===== src/rtl/addr_resolver_pkg.sv =====
package addr_resolver_pkg;
  localparam int MODE_W = 4;

  typedef enum logic [MODE_W-1:0] {
    AM_IMM    = 4'd0,
    AM_ZP     = 4'd1,
    AM_ZPX    = 4'd2,
    AM_ZPY    = 4'd3,
    AM_ABS    = 4'd4,
    AM_ABSX   = 4'd5,
    AM_ABSY   = 4'd6,
    AM_REL    = 4'd7,
    AM_IND    = 4'd8,
    AM_XIND   = 4'd9,
    AM_INDY   = 4'd10
  } am_e;

  typedef enum logic [2:0] {
    ST_IDLE,
    ST_REQ_LO,
    ST_WAIT_LO,
    ST_REQ_HI,
    ST_WAIT_HI,
    ST_OUT
  } seq_st_e;

  function automatic logic is_ptr_mode(input logic [MODE_W-1:0] m);
    return (m == AM_IND) || (m == AM_XIND) || (m == AM_INDY);
  endfunction

  function automatic logic is_zp_mode(input logic [MODE_W-1:0] m);
    return (m == AM_ZP) || (m == AM_ZPX) || (m == AM_ZPY);
  endfunction
endpackage


===== src/rtl/am_decode.sv =====
module am_decode
  import addr_resolver_pkg::*;
#(
  parameter int DW = 8
) (
  input  logic [MODE_W-1:0] mode,
  input  logic [DW-1:0]     op_lo,
  input  logic [DW-1:0]     op_hi,
  input  logic [DW-1:0]     idx_x,
  input  logic [DW-1:0]     idx_y,
  input  logic [2*DW-1:0]   pc,
  output logic              use_ptr,
  output logic [2*DW-1:0]   direct_ea,
  output logic [2*DW-1:0]   ptr_lo_addr,
  output logic [2*DW-1:0]   ptr_hi_addr,
  output logic [2*DW-1:0]   post_add
);
  localparam int AW = 2 * DW;
  localparam logic [DW-1:0] PAGE0 = '0;
  localparam logic [AW-1:0] BR_LEN = AW'(2);

  logic [DW-1:0] zp_x, zp_y, zp_x_nxt, zp_nxt;
  logic [AW-1:0] abs_a, rel_off;

  always_comb begin
    zp_x     = op_lo + idx_x;
    zp_y     = op_lo + idx_y;
    zp_x_nxt = zp_x + DW'(1);
    zp_nxt   = op_lo + DW'(1);
    abs_a    = {op_hi, op_lo};
    rel_off  = {{DW{op_lo[DW-1]}}, op_lo};
  end

  always_comb begin
    use_ptr     = is_ptr_mode(mode);
    direct_ea   = abs_a;
    ptr_lo_addr = abs_a;
    ptr_hi_addr = abs_a + AW'(1);
    post_add    = '0;
    case (mode)
      AM_IMM:  direct_ea = pc + AW'(1);
      AM_ZP:   direct_ea = {PAGE0, op_lo};
      AM_ZPX:  direct_ea = {PAGE0, zp_x};
      AM_ZPY:  direct_ea = {PAGE0, zp_y};
      AM_ABSX: direct_ea = abs_a + {PAGE0, idx_x};
      AM_ABSY: direct_ea = abs_a + {PAGE0, idx_y};
      AM_REL:  direct_ea = pc + BR_LEN + rel_off;
      AM_XIND: begin
        ptr_lo_addr = {PAGE0, zp_x};
        ptr_hi_addr = {PAGE0, zp_x_nxt};
      end
      AM_INDY: begin
        ptr_lo_addr = {PAGE0, op_lo};
        ptr_hi_addr = {PAGE0, zp_nxt};
        post_add    = {PAGE0, idx_y};
      end
      default: ;
    endcase
  end
endmodule


===== src/rtl/ptr_sequencer.sv =====
module ptr_sequencer
  import addr_resolver_pkg::*;
#(
  parameter int DW = 8
) (
  input  logic            clk,
  input  logic            rst_n,
  input  logic            start,
  input  logic            use_ptr,
  input  logic [2*DW-1:0] direct_ea,
  input  logic [2*DW-1:0] ptr_lo_addr,
  input  logic [2*DW-1:0] ptr_hi_addr,
  input  logic [2*DW-1:0] post_add,
  output logic            idle,
  output logic            rd_valid,
  input  logic            rd_ready,
  output logic [2*DW-1:0] rd_addr,
  input  logic            rsp_valid,
  input  logic [DW-1:0]   rsp_data,
  output logic            ea_valid,
  input  logic            ea_ready,
  output logic [2*DW-1:0] ea_addr
);
  localparam int AW = 2 * DW;

  seq_st_e       st_q;
  logic [AW-1:0] lo_addr_q, hi_addr_q, add_q, ea_q;
  logic [DW-1:0] lo_byte_q;

  always_ff @(posedge clk) begin
    if (!rst_n) begin
      st_q      <= ST_IDLE;
      lo_addr_q <= '0;
      hi_addr_q <= '0;
      add_q     <= '0;
      ea_q      <= '0;
      lo_byte_q <= '0;
    end else begin
      case (st_q)
        ST_IDLE: if (start) begin
          if (use_ptr) begin
            lo_addr_q <= ptr_lo_addr;
            hi_addr_q <= ptr_hi_addr;
            add_q     <= post_add;
            st_q      <= ST_REQ_LO;
          end else begin
            ea_q <= direct_ea;
            st_q <= ST_OUT;
          end
        end
        ST_REQ_LO:  if (rd_ready) st_q <= ST_WAIT_LO;
        ST_WAIT_LO: if (rsp_valid) begin
          lo_byte_q <= rsp_data;
          st_q      <= ST_REQ_HI;
        end
        ST_REQ_HI:  if (rd_ready) st_q <= ST_WAIT_HI;
        ST_WAIT_HI: if (rsp_valid) begin
          ea_q <= {rsp_data, lo_byte_q} + add_q;
          st_q <= ST_OUT;
        end
        ST_OUT:     if (ea_ready) st_q <= ST_IDLE;
        default:    st_q <= ST_IDLE;
      endcase
    end
  end

  always_comb begin
    idle     = (st_q == ST_IDLE);
    rd_valid = (st_q == ST_REQ_LO) || (st_q == ST_REQ_HI);
    rd_addr  = (st_q == ST_REQ_HI) ? hi_addr_q : lo_addr_q;
    ea_valid = (st_q == ST_OUT);
    ea_addr  = ea_q;
  end
endmodule


===== src/rtl/addr_resolver.sv =====
module addr_resolver
  import addr_resolver_pkg::*;
#(
  parameter int DW = 8
) (
  input  logic            clk,
  input  logic            rst_n,
  input  logic            req_valid,
  output logic            req_ready,
  input  logic [3:0]      req_mode,
  input  logic [DW-1:0]   req_lo,
  input  logic [DW-1:0]   req_hi,
  input  logic [DW-1:0]   req_x,
  input  logic [DW-1:0]   req_y,
  input  logic [2*DW-1:0] req_pc,
  output logic            rd_valid,
  input  logic            rd_ready,
  output logic [2*DW-1:0] rd_addr,
  input  logic            rsp_valid,
  input  logic [DW-1:0]   rsp_data,
  output logic            ea_valid,
  input  logic            ea_ready,
  output logic [2*DW-1:0] ea_addr
);
  localparam int AW = 2 * DW;

  logic          use_ptr, idle;
  logic [AW-1:0] direct_ea, ptr_lo_addr, ptr_hi_addr, post_add;

  am_decode #(.DW(DW)) u_decode (
    .mode        (req_mode),
    .op_lo       (req_lo),
    .op_hi       (req_hi),
    .idx_x       (req_x),
    .idx_y       (req_y),
    .pc          (req_pc),
    .use_ptr     (use_ptr),
    .direct_ea   (direct_ea),
    .ptr_lo_addr (ptr_lo_addr),
    .ptr_hi_addr (ptr_hi_addr),
    .post_add    (post_add)
  );

  ptr_sequencer #(.DW(DW)) u_seq (
    .clk         (clk),
    .rst_n       (rst_n),
    .start       (req_valid),
    .use_ptr     (use_ptr),
    .direct_ea   (direct_ea),
    .ptr_lo_addr (ptr_lo_addr),
    .ptr_hi_addr (ptr_hi_addr),
    .post_add    (post_add),
    .idle        (idle),
    .rd_valid    (rd_valid),
    .rd_ready    (rd_ready),
    .rd_addr     (rd_addr),
    .rsp_valid   (rsp_valid),
    .rsp_data    (rsp_data),
    .ea_valid    (ea_valid),
    .ea_ready    (ea_ready),
    .ea_addr     (ea_addr)
  );

  assign req_ready = idle;
endmodule


===== config.mk =====
export PLATFORM = sky130hd
export DESIGN_NAME = addr_resolver
export DESIGN_NICKNAME = d
export VERILOG_FILES = /design/src/rtl/addr_resolver_pkg.sv /design/src/rtl/am_decode.sv /design/src/rtl/ptr_sequencer.sv /design/src/rtl/addr_resolver.sv
export SDC_FILE = /design/constraint.sdc
export NUM_CORES = 1
export LEC_CHECK = 0
export BUFFER_PORTS_ARGS = -buffer_cell sky130_fd_sc_hd__buf_2
export CAP_MARGIN = 10
export CORE_ASPECT_RATIO = 1.4
export CORE_MARGIN = 2
export CORE_UTILIZATION = 35
export DETAILED_ROUTE_END_ITERATION = 7
export PLACE_DENSITY = 0.54
export REMOVE_ABC_BUFFERS = 1
export SYNTH_ARGS = -nofsm -noshare
export SYNTH_HDL_FRONTEND = slang
export SYNTH_SLANG_ARGS = --single-unit

===== constraint.sdc =====
create_clock -name clk -period 8.35 [get_ports clk]
set_input_delay 0.835 -clock clk [delete_from_list [all_inputs] [get_ports clk]]
set_output_delay 0.835 -clock clk [all_outputs]
set_load 0.005 [all_outputs]

==> load_flow_metrics.sql <==
INSERT INTO impl_metrics (metric_group, metric, value, unit) VALUES
('drt', 'wirelength', '24540', 'µm'),
('placement', 'preCtsSetupSlack', '3899', 'ps'),
('timing', 'layout_setup_ws', '4207', 'ps'),
('clock_network', 'cts-buffers-inserted', '9', ''),
('clock_network', 'reg_clk_slew_reported_paths', '60', 'ps'),
('drt', 'drt.antenna.violating_nets', '0', ''),
('placement', 'io_buffers', '100', ''),
('clock_network', 'tritoncts_sink_count', '67', ''),
('clock_network', 'cts.repair_timing.setup_buffer_count', '0', ''),
('floorplan', 'fp-row-count', '61', ''),
('clock_network', 'ctsResizeCount', '0', ''),
('logic_synthesis', 'ys_seq_elements', '67', ''),
('final_layout', 'share_of_cells_above_drive_strength_1', '17.96', '%'),
('global_routing', 'globalRouteTotalUtil', '23.51', '%'),
('timing', 'grt_setup_unrepaired', 'no', ''),
('timing', 'clock-skew-final', '10.55', 'ps'),
('floorplan', 'floorplan.die.width', '123.6', 'µm'),
('clock_network', 'htreeDepth', '3', ''),
('critical_path', 'end_kind', 'flip-flop', ''),
('min_path', 'hold_path_class', 'reg -> reg', ''),
('power_and_ir_drop', 'combinationalPowerShare', '36.6', '%'),
('logic_synthesis', 'syn_area', '7013', 'µm²'),
('clock_network', 'clock_tree.root_cell', 'clkbuf_16', ''),
('global_routing', 'grt-busiest-layer', 'met2', ''),
('timing', 'highest_clock_rate', '0.2414', 'GHz'),
('critical_path', 'critPathArrivalTime', '4340', 'ps'),
('drt', 'drt-initial-drc-count', '476', ''),
('global_routing', 'globalRouteMet1Util', '29.32', '%'),
('critical_path', 'ff2ff_path_depth', '7', ''),
('timing', 'timing.slew.headroom', '28.68', '%'),
('logic_synthesis', 'synth.yosys.seq_area_share', '19.13', '%'),
('final_layout', 'stdcell_area', '7971', 'µm²'),
('global_routing', 'grt_start_max_net_pins', '57', ''),
('timing', 'worst_slew_pin_slew', '1062', 'ps'),
('global_routing', 'overflow', '0', ''),
('floorplan', 'pin_count', '101', ''),
('critical_path', 'endpoint_of_the_worst_slack_reg_to_reg_timing_path', 'u_seq.ea_addr[14]$_SDFFE_PN0P_', ''),
('final_layout', 'final_cell_mix', 'buf_2 (100), nand2_1 (89), nor2_1 (80)', ''),
('power_and_ir_drop', 'leakagePower', '3.280', 'nW'),
('power_and_ir_drop', 'share_of_total_power_consumed_by_net_switching', '37.08', '%'),
('clock_network', 'cts.path.max_buffers', '2', ''),
('critical_path', 'rrSetupSlack', '5550', 'ps'),
('final_layout', 'area_growth', '13.67', '%'),
('logic_synthesis', 'yosys_warnings', '0', ''),
('global_routing', 'grt_util_met3', '3.017', '%'),
('logic_synthesis', 'yosys-top-cells-area', 'dfxtp_1 (19%), ha_1 (11%), a21oi_1 (5.6%)', ''),
('power_and_ir_drop', 'p_sw', '438.4', 'µW'),
('power_and_ir_drop', 'internal_power', '743.9', 'µW'),
('logic_synthesis', 'synthesis.instances', '901', ''),
('clock_network', 'cts_tree', 'done', ''),
('clock_network', 'cts_hold_repair.buffers', '0', ''),
('placement', 'placed_cell_area', '7677', 'µm²'),
('global_routing', 'global_route.usage.met2', '39.87', '%'),
('placement', 'place.detailed.instances', '1216', ''),
('placement', 'gpl.final_weighted_congestion', '0.9122', ''),
('drt', 'drt_pass1_iterations', '5', ''),
('logic_synthesis', 'synthDistinctLibCells', '88', ''),
('global_routing', 'grt_pass1_wl', '38290', 'µm'),
('run_status', 'status', 'finished, final reports clean', ''),
('final_layout', 'final_net_count', '1110', ''),
('critical_path', 'worstPathMaxFanout', '17', ''),
('global_routing', 'vias_in_the_first_global_route', '6906', ''),
('timing', 'fin_crit_sh', '49.62', '%'),
('final_layout', 'most_common_library_cell_in_the_layout_ignoring_fill_and_taps', 'buf_2', ''),
('timing', 'maxSlewViolCount', '0', ''),
('power_and_ir_drop', 'power.ir.vdd_worst', '90.68', 'µV'),
('timing', 'timing.final.hold_violations', '0', ''),
('floorplan', 'die_outline_height', '171.5', 'µm'),
('floorplan', 'floorplan.initialDensity', '35.48', '%'),
('critical_path', 'cp-start-kind', 'primary input', ''),
('drt', 'post_drt_via_cell_ratio', '5.739', '');
[sequential cells by signal, summed over array words and instances, names as in the netlist]
signal and flops:
u_seq.hi_addr_q 16, u_seq.st_q 3, u_seq.lo_addr_q 16, u_seq.lo_byte_q 8
u_seq.add_q 8, u_seq.ea_addr 16
[kinds of logic after synthesis]
| group | share of synthesized area [%] |
|---|---|
| simple gates | 21.71 |
| flops | 19.13 |
| buf+inv | 4.621 |
| xor+xnor | 9.046 |
| compound gates | 25.28 |
| mux | 7.226 |
| fa+ha+maj | 12.99 |
[final cells by class]
class	instances	area [µm²]	share of cell area [%]
timing repair buffer	107	553.0	6.938
clock buffer	10	229.0	2.872
inverter	29	108.9	1.366
clock inverter	6	65.06	0.8162
multi-input combinational	761	5359	67.23
sequential	67	1341	16.83
tap	252	315.3	3.955
[power by group through the flow]
stage	combinational (mW)	clock (mW)	sequential, mW
2_1_floorplan	0.275	0	0.362
3_3_place_gp	0.427	0	0.368
3_5_place_dp	0.427	0	0.368
4_1_cts	0.431	0.396	0.361
5_1_grt	0.477	0.406	0.364
6_report	0.432	0.389	0.361
[cell usage after synthesis (all sizes together), types with 3 or more instances]
master,count
o21a,14
ha,64
o211ai,10
o221ai,4
a221oi,13
or4,5
o21bai,5
nand3,42
o211a,3
o21ai,50
and2,6
a311oi,3
a211oi,19
nand2,91
a22oi,7
nand2b,10
a21oi,80
dfxtp,67
mux2,26
fa,5
nor3b,5
nor2,84
nor4,8
and3,10
nor3,20
or3,3
a31oi,3
mux2i,21
and4,3
nor2b,9
buf,17
o22ai,6
a21o,11
clkbuf,27
xor2,32
a211o,3
o32ai,3
xnor2,37
inv,29
a21boi,5
nand4,8
[routing by layer]
metal / up-vias / wire [µm] / part of all wire, %
li1: 3465 / - / -
met1: 3323 / 10390 / 42
met2: 233 / 11780 / 48
met3: 50 / 1285 / 5.2
met4: 0 / 1080 / 4.4
met5: - / 0 / 0
[critical path, stage by stage]
cell and delay, ps:
buf_2 200, nand2b_1 220, nor2_1 570, mux2_2 290, ha_1 170, inv_1 60, fa_1 410, o21ai_1 250
a31oi_1 200, o211ai_2 350, mux2_2 370, a221oi_1 290, a221oi_1 130
[stage by stage]
| step | hold WS (ps) | util (%) |
|---|---|---|
| 6_report | 448.5 | 40.33 |
| 5_1_grt | 467.7 | 40.33 |
| 4_1_cts | 448.5 | 40.33 |
| 3_5_place_dp | 439.7 | 38.84 |
| 3_3_place_gp | 436.2 | 38.84 |
| 2_1_floorplan | 428.4 | - |
[worst max path at each step]
stage,from,end
2_1_floorplan,req_mode[3],u_seq.ea_addr[10]$_SDFFE_PN0P_
3_3_place_gp,req_mode[0],u_seq.ea_addr[10]$_SDFFE_PN0P_
3_5_place_dp,req_mode[0],u_seq.ea_addr[10]$_SDFFE_PN0P_
4_1_cts,req_mode[0],u_seq.ea_addr[10]$_SDFFE_PN0P_
5_1_grt,req_mode[0],u_seq.ea_addr[10]$_SDFFE_PN0P_
6_report,req_mode[0],u_seq.ea_addr[10]$_SDFFE_PN0P_
Note: power is estimated with default switching activity, not from simulation.
